## src/rtl/divcfg_pkg.sv

```systemverilog
package divcfg_pkg;
  localparam int M_W    = 9;
  localparam int N_W    = 3;
  localparam int PN_W   = 2;
  localparam int T_W    = 2;
  localparam int WORD_W = T_W + N_W + M_W;

  typedef enum logic [T_W-1:0] {
    TS_LOW   = 2'b00,
    TS_SDATA = 2'b01,
    TS_MDIV  = 2'b10,
    TS_FOUT  = 2'b11
  } testSel_e;

  typedef struct packed {
    testSel_e         test;
    logic [N_W-1:0]   nCode;
    logic [M_W-1:0]   mVal;
  } cfgWord_t;

  typedef struct packed {
    logic parMode;
    logic loadPar;
    logic shiftEn;
    logic xferSer;
  } ctrlStrb_t;
endpackage

```

## src/rtl/divcfg_sync.sv

```systemverilog
module divcfg_sync #(
  parameter int W      = 1,
  parameter int STAGES = 2
) (
  input  logic         clk,
  input  logic         rst,
  input  logic [W-1:0] d,
  output logic [W-1:0] q
);
  logic [W-1:0] chain [STAGES];

  genvar gi;
  generate
    for (gi = 0; gi < STAGES; gi++) begin : g_stage
      if (gi == 0) begin : g_first
        always_ff @(posedge clk or posedge rst) begin
          if (rst) chain[gi] <= '0;
          else     chain[gi] <= d;
        end
      end else begin : g_next
        always_ff @(posedge clk or posedge rst) begin
          if (rst) chain[gi] <= '0;
          else     chain[gi] <= chain[gi-1];
        end
      end
    end
  endgenerate

  assign q = chain[STAGES-1];
endmodule

```

## src/rtl/divcfg_ctrl.sv

```systemverilog
module divcfg_ctrl
  import divcfg_pkg::*;
#(
  parameter int SyncStages = 2
) (
  input  logic             clk,
  input  logic             rst,
  input  logic             parLoadN,
  input  logic [M_W-1:0]   parM,
  input  logic [PN_W-1:0]  parN,
  input  logic             serClk,
  input  logic             serData,
  input  logic             serLoad,
  output logic [M_W-1:0]   parMSync,
  output logic [PN_W-1:0]  parNSync,
  output logic             serDataSync,
  output ctrlStrb_t        strb
);
  localparam int CTL_W = 3;
  localparam int DAT_W = 1 + M_W + PN_W;

  logic [CTL_W-1:0] ctlRaw, ctlSync;
  logic [DAT_W-1:0] datRaw, datSync;
  logic pLoadS, sClkS, sLoadS;
  logic pLoadPrev, sClkPrev, sLoadPrev;
  logic pRise, sClkRise, sLoadRise;

  assign ctlRaw = {parLoadN, serClk, serLoad};
  assign datRaw = {serData, parM, parN};

  divcfg_sync #(.W(CTL_W), .STAGES(SyncStages)) ctlSync_i (
    .clk(clk), .rst(rst), .d(ctlRaw), .q(ctlSync)
  );
  divcfg_sync #(.W(DAT_W), .STAGES(SyncStages)) datSync_i (
    .clk(clk), .rst(rst), .d(datRaw), .q(datSync)
  );

  assign {pLoadS, sClkS, sLoadS}          = ctlSync;
  assign {serDataSync, parMSync, parNSync} = datSync;

  always_ff @(posedge clk or posedge rst) begin
    if (rst) begin
      pLoadPrev <= 1'b0;
      sClkPrev  <= 1'b0;
      sLoadPrev <= 1'b0;
    end else begin
      pLoadPrev <= pLoadS;
      sClkPrev  <= sClkS;
      sLoadPrev <= sLoadS;
    end
  end

  assign pRise     = pLoadS & ~pLoadPrev;
  assign sClkRise  = sClkS & ~sClkPrev;
  assign sLoadRise = sLoadS & ~sLoadPrev;

  always_comb begin
    strb.parMode = ~pLoadS;
    strb.loadPar = ~pLoadS | pRise;
    strb.shiftEn = pLoadS & sClkRise;
    strb.xferSer = pLoadS & (sLoadRise | (sLoadS & sClkRise));
  end
endmodule

```

## src/rtl/divcfg_dp.sv

```systemverilog
module divcfg_dp
  import divcfg_pkg::*;
#(
  parameter int LockMinM = 10,
  parameter int LockMaxM = 28
) (
  input  logic             clk,
  input  logic             rst,
  input  ctrlStrb_t        strb,
  input  logic [M_W-1:0]   parMSync,
  input  logic [PN_W-1:0]  parNSync,
  input  logic             serDataSync,
  input  logic             divFbIn,
  input  logic             synthOutIn,
  output logic [M_W-1:0]   activeM,
  output logic [N_W-1:0]   activeN,
  output logic             testOut,
  output logic             mOutOfRange
);
  localparam logic [M_W-1:0] M_LO = M_W'(LockMinM);
  localparam logic [M_W-1:0] M_HI = M_W'(LockMaxM);

  logic [WORD_W-1:0] shiftQ, shiftD;
  cfgWord_t holdQ, parWord;

  assign shiftD = {shiftQ[WORD_W-2:0], serDataSync};

  always_comb begin
    parWord.test  = TS_LOW;
    parWord.nCode = {{(N_W-PN_W){1'b0}}, parNSync};
    parWord.mVal  = parMSync;
  end

  always_ff @(posedge clk or posedge rst) begin
    if (rst) shiftQ <= '0;
    else if (strb.shiftEn) shiftQ <= shiftD;
  end

  always_ff @(posedge clk or posedge rst) begin
    if (rst) begin
      holdQ <= '0;
    end else if (strb.loadPar) begin
      holdQ <= parWord;
    end else if (strb.xferSer) begin
      holdQ <= cfgWord_t'(strb.shiftEn ? shiftD : shiftQ);
    end
  end

  always_comb begin
    if (strb.parMode) begin
      testOut = 1'b0;
    end else begin
      unique case (holdQ.test)
        TS_LOW:   testOut = 1'b0;
        TS_SDATA: testOut = serDataSync;
        TS_MDIV:  testOut = divFbIn;
        TS_FOUT:  testOut = synthOutIn;
        default:  testOut = 1'b0;
      endcase
    end
  end

  assign activeM     = holdQ.mVal;
  assign activeN     = holdQ.nCode;
  assign mOutOfRange = (holdQ.mVal < M_LO) || (holdQ.mVal > M_HI);
endmodule

```

## src/rtl/divcfg_loader.sv

```systemverilog
module divcfg_loader
  import divcfg_pkg::*;
#(
  parameter int SyncStages = 2,
  parameter int LockMinM   = 10,
  parameter int LockMaxM   = 28
) (
  input  logic              clk,
  input  logic              rst,
  input  logic              parLoadN,
  input  logic [M_W-1:0]    parM,
  input  logic [PN_W-1:0]   parN,
  input  logic              serClk,
  input  logic              serData,
  input  logic              serLoad,
  input  logic              divFbIn,
  input  logic              synthOutIn,
  output logic [M_W-1:0]    activeM,
  output logic [N_W-1:0]    activeN,
  output logic              testOut,
  output logic              mOutOfRange
);
  ctrlStrb_t         strb;
  logic [M_W-1:0]    parMSync;
  logic [PN_W-1:0]   parNSync;
  logic              serDataSync;

  divcfg_ctrl #(.SyncStages(SyncStages)) ctrl_i (
    .clk(clk), .rst(rst), .parLoadN(parLoadN), .parM(parM), .parN(parN),
    .serClk(serClk), .serData(serData), .serLoad(serLoad),
    .parMSync(parMSync), .parNSync(parNSync), .serDataSync(serDataSync),
    .strb(strb)
  );

  divcfg_dp #(.LockMinM(LockMinM), .LockMaxM(LockMaxM)) dp_i (
    .clk(clk), .rst(rst), .strb(strb), .parMSync(parMSync),
    .parNSync(parNSync), .serDataSync(serDataSync), .divFbIn(divFbIn),
    .synthOutIn(synthOutIn), .activeM(activeM), .activeN(activeN),
    .testOut(testOut), .mOutOfRange(mOutOfRange)
  );
endmodule

```

## config.mk

```make
export PLATFORM = sky130hd
export DESIGN_NAME = divcfg_loader
export DESIGN_NICKNAME = d
export VERILOG_FILES = /design/src/rtl/divcfg_pkg.sv /design/src/rtl/divcfg_sync.sv /design/src/rtl/divcfg_ctrl.sv /design/src/rtl/divcfg_dp.sv /design/src/rtl/divcfg_loader.sv
export SDC_FILE = /design/constraint.sdc
export NUM_CORES = 1
export LEC_CHECK = 0
export BUFFER_PORTS_ARGS = -buffer_cell sky130_fd_sc_hd__buf_2
export CAP_MARGIN = 0
export CORE_MARGIN = 2
export CORE_UTILIZATION = 40
export CTS_CLUSTER_SIZE = 16
export DETAILED_ROUTE_END_ITERATION = 8
export PLACE_DENSITY = 0.57
export SLEW_MARGIN = 5
export SYNTH_ARGS = -nofsm -noshare
export SYNTH_HDL_FRONTEND = slang
export SYNTH_HIERARCHICAL = 1
export SYNTH_SLANG_ARGS = --single-unit
```

## constraint.sdc

```tcl
create_clock -name clk -period 2.1 [get_ports clk]
set_input_delay 0.105 -clock clk [delete_from_list [all_inputs] [get_ports clk]]
set_output_delay 0.105 -clock clk [all_outputs]
set_load 0.01 [all_outputs]
```

* Word level (Yosys, flattened, before mapping)
Cells that the tools add are included.
** Storage, ports and cells
- Logic and storage cells :: 36
- Register bits after elaboration :: 61
- Input bits :: 19
** Operators by class
- Bitwise gates (word level) :: 12
- Eq/ne operators :: 3
- $lt $le $gt $ge :: 2
- Multiplexer cells :: 5
- Reductions and logical operators :: 3
** Operators with widths (number)
- $mux W14 :: 3
- $gt A9 B5 Y1 const B :: 1
- $lt A9 B4 Y1 const B :: 1
- $and A1 B1 Y1 :: 6
- $eq A2 B2 Y1 const B :: 2
- $not A1 Y1 :: 4
- $pmux W1 S4 :: 1
- $eq A2 B1 Y1 const B :: 1
- $logic_not A2 Y1 :: 1
- $or A1 B1 Y1 :: 2
- $reduce_bool A2 Y1 :: 1
- $logic_or A1 B1 Y1 :: 1
- $mux W1 :: 1

* Logic depth before layout (Yosys ltp)
- Depth after elaboration :: 7
- Depth in mapped cells :: 7

* By module
The synthesis kept the hierarchy.
** Modules (own cells, without submodules)
- divcfg_dp :: area each 1315.0 µm², instances 1, sequential area each 700.7 µm², cells each 107
- divcfg_sync at ctrl_i.datSync_i :: area each 694.4 µm², instances 1, sequential area each 600.6 µm², cells each 37
- divcfg_sync at ctrl_i.ctlSync_i :: area each 176.4 µm², instances 1, sequential area each 150.1 µm², cells each 10
- divcfg_ctrl :: area each 116.4 µm², instances 1, sequential area each 75.1 µm², cells each 10

* Worst setup path after synthesis
Ideal clock, no wire load.
- Path type :: reg-to-reg
- Start :: reg ctrl_i.sClkPrev
- End :: reg dp_i.holdQ (netlist bit dp_i/activeN[2])
- Required time :: 1.968 ns
- Setup slack :: 0.508 ns
- Arrival time :: 1.461 ns
- Clock period less this slack :: 1.592 ns
- Setup time :: 0.132 ns
- Cell stages (with the launch flop) :: 7
- Path through :: dfrtp_1 > nand2b_4 > nor2_1 > buf_6 > mux2_2 > mux2i_1 > nor2_1
** RTL lines
- start, declared :: RTL line divcfg_ctrl.sv:25 : logic pLoadPrev, sClkPrev, sLoadPrev;
- start signal, assigned :: RTL line divcfg_ctrl.sv:48 : sClkPrev <= sClkS;
- end signal, assigned :: RTL line divcfg_dp.sv:43 : holdQ <= parWord;
- end signal, assigned :: RTL line divcfg_dp.sv:45 : holdQ <= cfgWord_t'(strb.shiftEn ? shiftD : shiftQ);
- end, declared :: RTL line divcfg_dp.sv:24 : cfgWord_t holdQ, parWord;

==> flow_summary.json <==
{
  "dr.pass1.iters": 3,
  "yosys.area.top_type_share_pct": 66.3,
  "via_per_inst": 4.35,
  "die-area_um2": 6380,
  "antenna_found_initial": 0,
  "fin_area_um2": 2710,
  "path_clk_slew_ns": 0.07,
  "hold_ws_ns": 0.209,
  "htreeDepth": 3,
  "async_reset_ff_share_pct": 100,
  "vias": 1180,
  "hp-class": "in2async",
  "place_congestion": 0.690,
  "ctsLongestPathBuffers": 2,
  "ff2ff_setup_slack_ns": 0.50,
  "cts_buffers": 9,
  "period_needed_ns": 1.60,
  "rr_worst_depth": 6,
  "reg2reg_from": "ctrl_i/sClkPrev",
  "finalMaxSlewViolations": 0,
  "power.density_nw_per_um2": 998,
  "io_pins": 33,
  "num_antenna_cells": 0,
  "seqPwrFrac_pct": 50.5,
  "internal_power_mw": 2.03,
  "wl_per_cell_um": 12.5,
  "worstSetupEndpointType": "flip-flop",
  "cts_num_sinks": 61,
  "clockPowerShare_pct": 38.6,
  "avgSynthCellArea_um2": 14.0,
  "antenna_left": 0,
  "grtUsageTotal_pct": 12.6,
  "cts-root-buf": "clkbuf_8",
  "path_class": "reg2reg",
  "synth.area.top_cells": "dfrtp_1 (66%), buf_4 (9.1%), mux2i_1 (6.1%)",
  "p_total_mw": 2.70,
  "final_layout_size_suffix_gt1_share_pct": 34.2,
  "status": "finished, final reports clean",
  "io_buffers": 32,
  "skew_ns": 0.00384,
  "pwr-share-comb_pct": 10.9,
  "ys_seq_area_share_pct": 66.3,
  "max_freq_mhz": 623,
  "grt_max_degree": 29,
  "nNetsFinal": 213,
  "drv_cap": 0,
  "wl_mm": 3.39,
  "cp_data_arrival_time_ns": 1.79,
  "peakVddDrop_v": 0.000589,
  "p_leak_nw": 1.28,
  "placementRows": 27,
  "core_area_um2": 5540,
  "required_ns": 2.28,
  "synthToLayoutAreaGrowth_pct": 17.6,
  "synth_area_um2": 2300,
  "tightest_slew_ns": 0.812,
  "cp_max_fo": 14,
  "fp.dieH_um": 79.9,
  "period_share_pct": 76.4,
  "overflow": 0,
  "start_util_pct": 41.6,
  "switching_share_pct": 24.9,
  "grt_pass1_vias": 1247,
  "die_w_um": 79.9,
  "hpwl_mm": 2.30,
  "r2r-end": "dp_i/activeM[0]",
  "clk_latency_ns": 0.33,
  "ys_ff_latch": 61,
  "ys_types": 21,
  "rsz0062_at_grt": "false",
  "yosysTopAreaCell": "dfrtp_1",
  "drtIter0Drc": 86,
  "hold_violations": 0,
  "dp_cells": 239,
  "synthesis.nets": 183,
  "power.switching_mw": 0.673,
  "cts_tree": "yes",
  "slew_headroom_pct": 45.8,
  "drc": 0,
  "ys_warn_count": 6,
  "setup-tns-final_ns": 0,
  "final_cells": 271,
  "dpl_cell_area_um2": 2340,
  "synth_cells": 164,
  "cts_resized": 0,
  "ys_dominant_reg_cell": "dfrtp_1",
  "grt_pass1_wl_mm": 5.84,
  "setup-violations-final": 0,
  "synth_edf_count": 0,
  "critPathLaunchType": "flip-flop"
}
-- layout make-up --
class                   count  area (um^2)
multi-input cells          66          523
clock inverters             7         81.3
clock buffers               9          124
inverters                   5         18.8
well taps                  72         90.1
repair buffers             51          343
flip-flops and latches     61         1530
fillers                   501         2830
-- how the worst max path moves through the flow --
stage                     from               to  slack (ns)  depth (start not counted)
5_1_grt        dp_i/activeM[5]      mOutOfRange        0.40                          3
4_1_cts        dp_i/activeM[5]      mOutOfRange        0.41                          3
6_report       ctrl_i/sClkPrev  dp_i/activeM[0]        0.50                          6
3_3_place_gp   ctrl_i/sClkPrev  dp_i/activeM[0]        0.56                          6
2_1_floorplan  ctrl_i/sClkPrev  dp_i/activeN[2]        0.51                          6
3_5_place_dp   ctrl_i/sClkPrev  dp_i/activeM[0]        0.51                          6
-- placed cells by master, fill, tap and decap left out --
cell type and n:
clkbuf_8 9, mux2i_1 14, inv_1 5, o21ai_1 7
nor2_1 4, dlygate4sd3_1 16, o21a_1 1, nor4_1 1
mux2_4 7, a21oi_1 1, nand3b_1 1, o21ai_0 4
dfrtp_1 61, inv_6 3, buf_4 3, clkinv_4 2
o211ai_1 1, mux2_2 8, nand2_1 14, clkinvlp_4 1
bufinv_16 1, buf_2 32, o2111ai_1 1, a21oi_2 1
nand2b_4 1
-- metrics by stage --
stage,setup slack (ns),util (%)
floorplan,0.508,-
global placement,0.562,42.3
detailed placement,0.507,42.3
CTS,0.406,48.8
global route,0.399,48.8
finish,0.495,48.8
-- cell families (layout without fill, tap and decap cells) --
group / Yosys count / count (layout) / share of synthesized area [%]
compound gates: 16 / 16 / 4.02
simple gates: 21 / 21 / 4.13
mux: 29 / 29 / 14.6
buf+inv: 37 / 72 / 11.0
flops: 61 / 61 / 66.3
-- synth_stat cells (all sizes together) (2+ instances only) --
cell / count
nor2: 4
mux2: 15
dfrtp: 61
o21ai: 11
clkbuf: 2
mux2i: 14
inv: 5
buf: 30
a21oi: 2
nand2: 14
-- timing repair --
action                    4_1_cts  5_1_grt
setup buffers                   0        0
hold endpoints to repair       76        0
hold buffers                   16        0
-- power groups by stage --
stage / clock [mW] / sequential [mW] / combinational, mW
after global placement: 0 / 1.38 / 0.268
final: 1.04 / 1.36 / 0.294
after floorplan: 0 / 1.36 / 0.250
after CTS: 1.08 / 1.36 / 0.299
after detailed placement: 0 / 1.39 / 0.274
after global routing: 1.14 / 1.38 / 0.327
-- state kept, by name, summed over array words and instances (netlist names), 2 cells and up --
| register | cells |
|---|---|
| dp_i/shiftQ | 14 |
| ctrl_i/datSync_i/chain | 12 |
| ctrl_i/datSync_i/q | 12 |
| dp_i/activeM | 9 |
| ctrl_i/ctlSync_i/chain | 3 |
| ctrl_i/ctlSync_i/q | 3 |
| dp_i/activeN | 3 |
| dp_i/holdQ | 2 |
-- critical path: stages (launching register included) --
cell	delay (ns)
dfrtp_1	0.36
nand2b_4	0.14
nor2_1	0.08
buf_4	0.25
mux2_2	0.38
mux2i_1	0.15
o21ai_0	0.09
-- layer usage --
| layer | track usage (%) | vias to the layer above | routed length (um) |
|---|---|---|---|
| met5 | 0 | - | 0 |
| met4 | 5.08 | 0 | 21 |
| met3 | 6.11 | 4 | 175 |
| met2 | 20.1 | 26 | 1740 |
| met1 | 14.6 | 575 | 1460 |
| li1 | - | 575 | - |
(Power assumes the default switching activity.)
